File: src/rtl/ohb_cap_pkg.sv
package ohb_cap_pkg;
  typedef enum logic [1:0] {
    SEQ_IDLE  = 2'd0,
    SEQ_ARMED = 2'd1,
    SEQ_BURST = 2'd2
  } seq_state_e;
endpackage

File: src/rtl/ohb_tick_div.sv
module ohb_tick_div #(
  parameter int DIV_W = 8
) (
  input  logic             clk,
  input  logic             rst_n,
  input  logic [DIV_W-1:0] div_val,
  output logic             tick
);
  logic [DIV_W-1:0] cnt_q;
  logic [DIV_W-1:0] cnt_d;

  // >= keeps the strobe alive if div_val is lowered below the count
  always_comb begin
    tick  = (cnt_q >= div_val);
    cnt_d = tick ? '0 : cnt_q + 1'b1;
  end

  always_ff @(posedge clk or negedge rst_n) begin
    if (!rst_n) cnt_q <= '0;
    else        cnt_q <= cnt_d;
  end
endmodule

File: src/rtl/ohb_burst_seq.sv
module ohb_burst_seq
  import ohb_cap_pkg::*;
#(
  parameter  int NUM_BYTES = 14,
  parameter  int BYTE_W    = 8,
  localparam int IDX_W     = $clog2(NUM_BYTES),
  localparam int BIT_W     = $clog2(BYTE_W)
) (
  input  logic              clk,
  input  logic              rst_n,
  input  logic              tick,
  input  logic              frame_start,
  input  logic              ser_data,
  input  logic              ser_byte_en,
  output logic              frame_pulse,
  output logic              wr_en,
  output logic [IDX_W-1:0]  wr_idx,
  output logic [BYTE_W-1:0] wr_data
);
  localparam logic [BIT_W-1:0] BIT_LAST  = BIT_W'(BYTE_W - 1);
  localparam logic [IDX_W-1:0] BYTE_LAST = IDX_W'(NUM_BYTES - 1);

  seq_state_e        state_q, state_d;
  logic [BIT_W-1:0]  bit_q, bit_d;
  logic [IDX_W-1:0]  byte_q, byte_d;
  logic [BYTE_W-1:0] shift_q, shift_d;
  logic              keep_q, keep_d;

  always_comb begin
    state_d     = state_q;
    bit_d       = bit_q;
    byte_d      = byte_q;
    shift_d     = shift_q;
    keep_d      = keep_q;
    frame_pulse = 1'b0;
    wr_en       = 1'b0;
    wr_idx      = byte_q;
    wr_data     = {shift_q[BYTE_W-2:0], ser_data};
    case (state_q)
      SEQ_IDLE: begin
        if (frame_start) state_d = SEQ_ARMED;
      end
      SEQ_ARMED: begin
        if (tick) begin
          frame_pulse = 1'b1;
          state_d     = SEQ_BURST;
          bit_d       = '0;
          byte_d      = '0;
        end
      end
      SEQ_BURST: begin
        if (tick) begin
          shift_d = wr_data;
          if (bit_q == '0) keep_d = ser_byte_en;
          if (bit_q == BIT_LAST) begin
            wr_en = keep_q;
            bit_d = '0;
            if (byte_q == BYTE_LAST) state_d = SEQ_IDLE;
            else                     byte_d  = byte_q + 1'b1;
          end else begin
            bit_d = bit_q + 1'b1;
          end
        end
      end
      default: state_d = SEQ_IDLE;
    endcase
  end

  always_ff @(posedge clk or negedge rst_n) begin
    if (!rst_n) begin
      state_q <= SEQ_IDLE;
      bit_q   <= '0;
      byte_q  <= '0;
      shift_q <= '0;
      keep_q  <= 1'b0;
    end else begin
      state_q <= state_d;
      bit_q   <= bit_d;
      byte_q  <= byte_d;
      shift_q <= shift_d;
      keep_q  <= keep_d;
    end
  end
endmodule

File: src/rtl/ohb_reg_file.sv
module ohb_reg_file #(
  parameter  int NUM_BYTES = 14,
  parameter  int BYTE_W    = 8,
  localparam int IDX_W     = $clog2(NUM_BYTES)
) (
  input  logic              clk,
  input  logic              rst_n,
  input  logic              s_wr,
  input  logic [IDX_W-1:0]  s_idx,
  input  logic [BYTE_W-1:0] s_data,
  input  logic              c_wr,
  input  logic [IDX_W-1:0]  c_idx,
  input  logic [BYTE_W-1:0] c_data,
  input  logic [IDX_W-1:0]  rd_idx,
  output logic [BYTE_W-1:0] rd_data
);
  logic [BYTE_W-1:0] mem_q [NUM_BYTES];

  for (genvar g = 0; g < NUM_BYTES; g++) begin : g_entry
    logic              s_hit, c_hit;
    logic [BYTE_W-1:0] ent_d;
    always_comb begin
      s_hit = s_wr && (s_idx == IDX_W'(g));
      c_hit = c_wr && (c_idx == IDX_W'(g));
      // serial capture has priority over the processor
      ent_d = s_hit ? s_data : (c_hit ? c_data : mem_q[g]);
    end
    always_ff @(posedge clk or negedge rst_n) begin
      if (!rst_n)              mem_q[g] <= '0;
      else if (s_hit || c_hit) mem_q[g] <= ent_d;
    end
  end

  always_comb begin
    rd_data = '0;
    for (int i = 0; i < NUM_BYTES; i++) begin
      if (rd_idx == IDX_W'(i)) rd_data = mem_q[i];
    end
  end
endmodule

File: src/rtl/ohb_serial_capture.sv
module ohb_serial_capture #(
  parameter  int DIV_W     = 8,
  parameter  int NUM_BYTES = 14,
  parameter  int BYTE_W    = 8,
  localparam int ADDR_W    = $clog2(NUM_BYTES)
) (
  input  logic              clk,
  input  logic              rst_n,
  input  logic [DIV_W-1:0]  div_val,
  input  logic              frame_start,
  input  logic              ser_data,
  input  logic              ser_byte_en,
  input  logic              cpu_wr,
  input  logic [ADDR_W-1:0] cpu_addr,
  input  logic [BYTE_W-1:0] cpu_wdata,
  input  logic [ADDR_W-1:0] rd_addr,
  output logic              ser_tick,
  output logic              frame_pulse,
  output logic [BYTE_W-1:0] rd_data
);
  logic [1:0]        rst_pipe_q;
  logic              rst_core_n;
  logic              ser_wr;
  logic [ADDR_W-1:0] ser_idx;
  logic [BYTE_W-1:0] ser_wdata;

  // asynchronous assertion, synchronous release
  always_ff @(posedge clk or negedge rst_n) begin
    if (!rst_n) rst_pipe_q <= 2'b00;
    else        rst_pipe_q <= {rst_pipe_q[0], 1'b1};
  end
  assign rst_core_n = rst_pipe_q[1];

  ohb_tick_div #(.DIV_W(DIV_W)) i_div (
    .clk     (clk),
    .rst_n   (rst_core_n),
    .div_val (div_val),
    .tick    (ser_tick)
  );

  ohb_burst_seq #(.NUM_BYTES(NUM_BYTES), .BYTE_W(BYTE_W)) i_seq (
    .clk         (clk),
    .rst_n       (rst_core_n),
    .tick        (ser_tick),
    .frame_start (frame_start),
    .ser_data    (ser_data),
    .ser_byte_en (ser_byte_en),
    .frame_pulse (frame_pulse),
    .wr_en       (ser_wr),
    .wr_idx      (ser_idx),
    .wr_data     (ser_wdata)
  );

  ohb_reg_file #(.NUM_BYTES(NUM_BYTES), .BYTE_W(BYTE_W)) i_regs (
    .clk     (clk),
    .rst_n   (rst_core_n),
    .s_wr    (ser_wr),
    .s_idx   (ser_idx),
    .s_data  (ser_wdata),
    .c_wr    (cpu_wr),
    .c_idx   (cpu_addr),
    .c_data  (cpu_wdata),
    .rd_idx  (rd_addr),
    .rd_data (rd_data)
  );
endmodule

File: config.mk
export PLATFORM = sky130hd
export DESIGN_NAME = ohb_serial_capture
export DESIGN_NICKNAME = d
export VERILOG_FILES = /design/src/rtl/ohb_cap_pkg.sv /design/src/rtl/ohb_tick_div.sv /design/src/rtl/ohb_burst_seq.sv /design/src/rtl/ohb_reg_file.sv /design/src/rtl/ohb_serial_capture.sv
export SDC_FILE = /design/constraint.sdc
export NUM_CORES = 1
export LEC_CHECK = 0
export ABC_AREA = 1
export BUFFER_PORTS_ARGS = -buffer_cell sky130_fd_sc_hd__buf_2
export CAP_MARGIN = 0
export CORE_MARGIN = 1.5
export CORE_UTILIZATION = 60
export DETAILED_ROUTE_END_ITERATION = 6
export PLACE_DENSITY_LB_ADDON = 0.12
export SETUP_SLACK_MARGIN = 0.02
export SYNTH_ARGS = -nofsm -noshare
export SYNTH_HDL_FRONTEND = slang
export SYNTH_SLANG_ARGS = --single-unit
File: constraint.sdc
create_clock -name clk -period 9.94 [get_ports clk]
set_clock_uncertainty 0.15 [all_clocks]
set_input_delay 1.491 -clock clk [delete_from_list [all_inputs] [get_ports clk]]
set_output_delay 1.491 -clock clk [all_outputs]
set_load 0.02 [all_outputs]
==> results_dict.tcl, run 1 <==
set metrics [dict create \
    yosys_warnings 0 \
    final_hold_viol_count 0 \
    io_buffers 39 \
    postCtsSetupBuffers 0 \
    core_area_um2 13300 \
    dp_hpwl_um 16500 \
    initialDrtViolationCount 1169 \
    grt_overflow 0 \
    outcome "finished, final reports clean" \
    fmax_mhz 202 \
    wl_per_cell_um 19.0 \
    cts_resized 0 \
    grt_max_degree 76 \
    synth_xor_area_frac 0.00530 \
    viasPerCell 6.07 \
    r2r_end "i_regs.mem_q[103]" \
    synth_simple_gate_area_frac 0.442 \
    clockBufferDepth 2 \
    area_growth_pct 8.81 \
    placementRows 42 \
    holdPathEnd "rst_pipe_q[1]" \
    fin_crit_sh 0.498 \
    rsz0062_at_grt "no" \
    ys_types 34 \
    dieArea_um2 14500 \
    drc_errors 0 \
    worstSetupPathType "input port to output port" \
    yosys.cell_count.top_type "nand3_1" \
    holdCritPathClass "register to register" \
    drtAntennaViolNets 0 \
    timing.hold.ws_ns 0.211 \
    maxSlewViolCount 0 \
    drt_wl_total_um 25000 \
    placed_cells 1285 \
    clk_pin_slew_worst_paths_ns 0.06 \
    power_leakage_uw 0.00429 \
    synth_compound_area_frac 0.0173 \
    critical_path.startpoint_type "input port" \
    hold_start "rst_pipe_q[0]" \
    slew_headroom 0.347 \
    post-route-util 0.674 \
    ff2ff_setup_slack_ns 6.94 \
    timing.rr.start "i_seq.bit_q[0]" \
    synth_area_leaders "dfrtp_1 (42%), nand3_1 (23%), nand2_1 (11%), inv_1 (4.3%), nor2_1 (4.1%)" \
    globalplace.congestion 1.06 \
    cp-end-kind "output port" \
    muxShareOfSynthArea 0 \
    drtPass1Iterations 7 \
    synth_common_cells "nand3_1 (378), nand2_1 (246), dfrtp_1 (139)" \
    initial_utilization 0.619 \
    die_h_um 120 \
    avgSynthCellArea_um2 7.42 \
    whs_path_depth 0 \
    syn-num-nets 1163 \
    clk_latency_ns 0.43 \
    yosys.area_share.adder 0.0303 \
    h-tree-depth 4 \
    clock-sinks 139 \
    yosysTopAreaCell "dfrtp_1" \
    die_x_um 120 \
    crit_fanout 12 \
    grt_pass1_vias 7321 \
    fin_crit_ns 4.95 \
    drive_gt1_frac 0.0964 \
    ir_drop_v 0.000168 \
    clockRootBuffer "clkbuf_16" \
    worst_pin_slew_ns 0.979 \
    syn-cell-area_um2 8260 \
    pwr_density_cell_nw_per_um2 199 \
    vias 7992 \
    antenna_found_initial 0 \
    seq_area_frac_synth 0.421 \
    synthCells 1113 \
    synth_edf_count 0 \
    required_ns 8.30 \
    synthArstFlopShare 1.00 \
    ff2ff_path_depth 8 \
    cts_hold_buf 0 \
    synth_top_family_by_area "simple AND/OR/NAND/NOR gates" \
    layout.cells.non_filler 1317 \
    antennaDiodeCount 0 \
    track_usage 0.360 \
    synth_flop_cell "dfrtp_1" \
    cap_viol_max_count 0 \
    synthDominantCellAreaShare 0.421 \
    cts_tree "done" \
    cts_buffers 17 \
    grt_pass1_wl_um 39400 \
    cp_data_arrival_time_ns 3.31 \
    nets 1178 \
    ys_seq_elements 139 \
    setup_tns_ns 0 \
    ios 40 \
    setup_violations 0 \
]
[placed cells by master (no fill, tap or decap), drive strengths merged]
| cell | synthesis | routed |
|---|---|---|
| inv | 105 | 109 |
| dfrtp | 139 | 139 |
| nand4 | 23 | 23 |
| nor3 | 3 | 3 |
| nor3b | 2 | 2 |
| ha | 20 | 20 |
| clkinv | 3 | 6 |
| o21ai | 13 | 13 |
| xor2 | 4 | 4 |
| conb | 1 | 1 |
| or2 | 6 | 6 |
| o211ai | 1 | 1 |
| a22oi | 1 | 1 |
| nand3b | 1 | 1 |
| nor2 | 94 | 94 |
| o21a | 1 | 1 |
| clkinvlp | 0 | 3 |
| nand3 | 393 | 393 |
| a21oi | 11 | 11 |
| nand2 | 247 | 247 |
| bufinv | 0 | 1 |
| buf | 20 | 40 |
| xnor2 | 1 | 1 |
| clkbuf | 24 | 21 |
[routing by layer]
layer,global-route usage,vias up,wire length [um]
met4,0.167,0,1100
met1,0.498,3699,10100
met5,0,-,0
met3,0.0943,98,2960
li1,-,3741,-
met2,0.530,454,10800
[cells by family after synthesis]
group / after synthesis
simple gates: 769
buf+inv: 152
flops: 139
compound gates: 27
fa+ha+maj: 20
xor+xnor: 5
other cells: 1
[critical path, cell delays in order]
cell and delay (ns):
buf_2 0.13, inv_1 0.09, nand2_1 0.10, nor2_1 0.48, inv_1 0.20, or2_2 0.31, nand2_1 0.07, nand4_1 0.09
nor2_1 0.10, nand3_1 0.08, buf_2 0.16
[worst max path at each step]
stage | from | to | depth (start not counted)
finish | rd_addr[3] | rd_data[0] | 11
global placement | rd_addr[3] | rd_data[3] | 11
global route | rd_addr[3] | rd_data[0] | 11
floorplan | div_val[7] | frame_pulse | 9
CTS | rd_addr[3] | rd_data[0] | 11
detailed placement | rd_addr[3] | rd_data[0] | 11
[report_power, final]
part           total [uW]  internal (uW)  leakage, uW  switching (uW)
Clock                 625            367     0.000277             258
Combinational         353            132      0.00224             221
Sequential            811            686      0.00178             124
Total                1790           1190      0.00429             603
[registers in the layout, indices dropped and copies added, names as in the netlist]
register	cells
i_seq.bit_q	3
i_seq.wr_idx	4
i_div.cnt_q	8
rst_pipe_q	2
i_seq.keep_q	1
i_seq.shift_q	7
i_seq.state_q	2
i_regs.mem_q	112
[layout make-up]
cell class                      instances  area (um^2)
Sequential cell                       139         3480
Fill cell                            1143         4360
Inverter                              108          410
Clock buffer                           21          470
Clock inverter                         11          110
Tap cell                              176          220
Timing Repair Buffer                   40          203
Multi-Input combinational cell        822         4100
[stage by stage]
step                      total power [uW]  setup WS (ns)  cell area, um^2
final                                 1790           4.99             8990
after global placement                1150           5.07             8410
after detailed placement              1160           5.02             8410
after floorplan                       1040           5.44             8260
after global routing                  1880           4.73             8990
after CTS                             1780           5.02             8990
(Power assumes the default switching activity.)
==> run 2, diff against run 1 <==
--- a/config.mk
+++ b/config.mk
@@ -5,7 +5,7 @@
 export SDC_FILE = /design/constraint.sdc
 export NUM_CORES = 1
 export LEC_CHECK = 0
-export ABC_AREA = 1
+export ABC_AREA = 0
 export BUFFER_PORTS_ARGS = -buffer_cell sky130_fd_sc_hd__buf_2
 export CAP_MARGIN = 0
 export CORE_MARGIN = 1.5
==> constraint.sdc (replaced) <==
create_clock -name clk -period 4.95 [get_ports clk]
set_clock_uncertainty 0.15 [all_clocks]
set_input_delay 0.7425 -clock clk [delete_from_list [all_inputs] [get_ports clk]]
set_output_delay 0.7425 -clock clk [all_outputs]
set_load 0.02 [all_outputs]
==> results_dict.tcl, run 2 <==
set metrics [dict create \
    outcome "finished, final reports clean" \
    synth_common_cells "mux2_2 (212), dfrtp_1 (139), nor2_1 (30)" \
    die_h_um 123 \
    largest_reg_flops 112 \
    top_regs "i_regs.mem_q x112, i_div.cnt_q x8, i_seq.shift_q x7" \
    antenna_found_initial 0 \
    clk_latency_ns 0.42 \
    slew_headroom 0.314 \
    syn-cell-area_um2 8570 \
    drc_errors 0 \
    track_usage 0.312 \
    drtPass1Iterations 5 \
    rsz0062_at_grt "no" \
    pwr_density_cell_nw_per_um2 427 \
    seq_area_frac_synth 0.406 \
    worstSetupPathType "input port to output port" \
    worst_pin_slew_ns 1.03 \
    dieArea_um2 15000 \
    grt_max_degree 70 \
    drive_gt1_frac 0.450 \
    ios 40 \
    placementRows 43 \
    drt_wl_total_um 21800 \
    ir_drop_v 0.000259 \
    syn-num-nets 770 \
    die_x_um 123 \
    cp-end-kind "output port" \
    synthCells 720 \
    synth_edf_count 0 \
    yosys_warnings 0 \
    area_growth_pct 9.97 \
    finalPower_uw 4030 \
    synth_area_leaders "dfrtp_1 (41%), mux2_2 (28%), mux2_4 (4.2%), ha_1 (2.9%), mux4_2 (2.1%)" \
    critical_path.startpoint_type "input port" \
    grt_pass1_vias 6248 \
    vias 5983 \
    grt_pass1_wl_um 34700 \
    clk_pin_slew_worst_paths_ns 0.06 \
    setup_tns_ns 0 \
    post-route-util 0.677 \
    yosys.cell_count.top_type "mux2_2" \
    fin_crit_sh 0.759 \
    nets 788 \
    initial_utilization 0.615 \
    cts_buffers 17 \
    setup_violations 0 \
    dp_hpwl_um 15100 \
    cap_viol_max_count 0 \
    core_area_um2 13900 \
    maxSlewViolCount 0 \
    synthDominantCellAreaShare 0.406 \
    initialDrtViolationCount 479 \
    crit_fanout 31 \
    grt_overflow 0 \
    fmax_mhz 266 \
    mostFrequentLayoutCells "mux2_2 (212), dfrtp_1 (138), buf_2 (39), nor2_1 (30), o21ai_0 (26)" \
    holdCritPathClass "register to asynchronous set/reset pin" \
    postCtsSetupBuffers 0 \
    cp_data_arrival_time_ns 2.87 \
    final_hold_viol_count 0 \
    clock-sinks 139 \
    fin_crit_ns 3.76 \
    h-tree-depth 4 \
    clockBufferDepth 2 \
    drtAntennaViolNets 0 \
    io_buffers 39 \
    ys_types 63 \
    synth_flop_cell "dfrtp_1" \
    regMostFlops "i_regs.mem_q" \
    clockRootBuffer "clkbuf_16" \
    power_leakage_uw 0.00432 \
    wl_per_cell_um 23.4 \
    cts_resized 0 \
    timing.hold.ws_ns 0.0693 \
    antennaDiodeCount 0 \
    viasPerCell 6.43 \
    final_common_cell "mux2_2" \
    synthArstFlopShare 1.00 \
    ys_seq_elements 139 \
    yosysTopAreaCell "dfrtp_1" \
    avgSynthCellArea_um2 11.9 \
    required_ns 4.06 \
    globalplace.congestion 0.937 \
    cts_tree "done" \
]
==> run 2: cell count changes in the layout (fill, tap and decap cells not counted), sizes merged, moves of 8 or more <==
| cell | delta |
|---|---|
| o22ai | +12 |
| inv | -85 |
| nand3 | -376 |
| mux2 | +236 |
| mux2i | +11 |
| nand2 | -223 |
| o21ai | +15 |
| nand4 | -12 |
| nand2b | +14 |
| mux4 | +8 |
| nor2 | -64 |
==> run 2: kinds of logic (layout without fill, tap and decap cells) <==
logic type | Yosys count | after routing | share of synthesized area
flip-flops | 139 | 139 | 0.406
AO/OA/AOI/OAI | 97 | 97 | 0.0763
other | 1 | 1 | 0.000437
buffers and inverters | 70 | 101 | 0.0344
multiplexers | 255 | 255 | 0.354
AND/OR/NAND/NOR | 132 | 132 | 0.0935
adder cells (fa/ha/maj) | 20 | 20 | 0.0292
XOR/XNOR | 6 | 6 | 0.00613
==> run 2: per-stage QoR <==
step	cell area, um^2	std cells	worst slack (ns)
global placement	8830	898	1.28
finish	9430	931	1.19
CTS	9430	931	1.23
global route	9430	931	1.08
detailed placement	8830	898	1.23
floorplan	8570	720	0.640
==> run 2: cell type report <==
class	instances	area [um^2]
tap	180	225
clock buffer	24	472
fill	1038	4510
inverter	25	96.3
sequential	139	3480
multi-input combinational	511	4800
clock inverter	8	118
timing repair buffer	44	235
==> run 2: repair_timing <==
item | CTS | global route
endpoints found under the setup margin | 0 | 0
hold buffers | 1 | 0
hold endpoints to repair | 2 | 0
==> run 2: where the power goes <==
| part | switching (uW) | internal [uW] |
|---|---|---|
| registers | 233 | 1400 |
| logic | 522 | 582 |
| clock network | 471 | 815 |
| total | 1230 | 2800 |
==> run 2: path summary, 6_finish.rpt <==
path / startpoint / endpoint / slack (ns) / depth (start not counted)
max: rd_addr[0] / rd_data[5] / 1.19 / 6
min: rst_pipe_q[1] / i_seq.shift_q[2] / 0.07 / 0
max reg2reg: i_div.cnt_q[6] / i_regs.mem_q[81] / 2.03 / 7
min reg2reg: rst_pipe_q[1] / i_seq.shift_q[2] / 0.07 / 0
max in group asynchronous: rst_pipe_q[1] / i_regs.mem_q[22] / 3.37 / 1
min in group clk: rst_pipe_q[0] / rst_pipe_q[1] / 0.22 / 0
==> run 2: metal layers <==
metal  vias up  track usage  wire [um]
li1       2688            -          -
met1      3054        0.421       9530
met2       210        0.510      10700
met3        31       0.0581       1210
met4         0        0.102        378
met5         -            0          0
==> run 2: critical path, cell delays in order <==
cell and delay (ns):
buf_2 0.62, clkinv_1 0.50, o21ai_0 0.34, a21oi_1 0.10, a22oi_1 0.31, buf_2 0.23
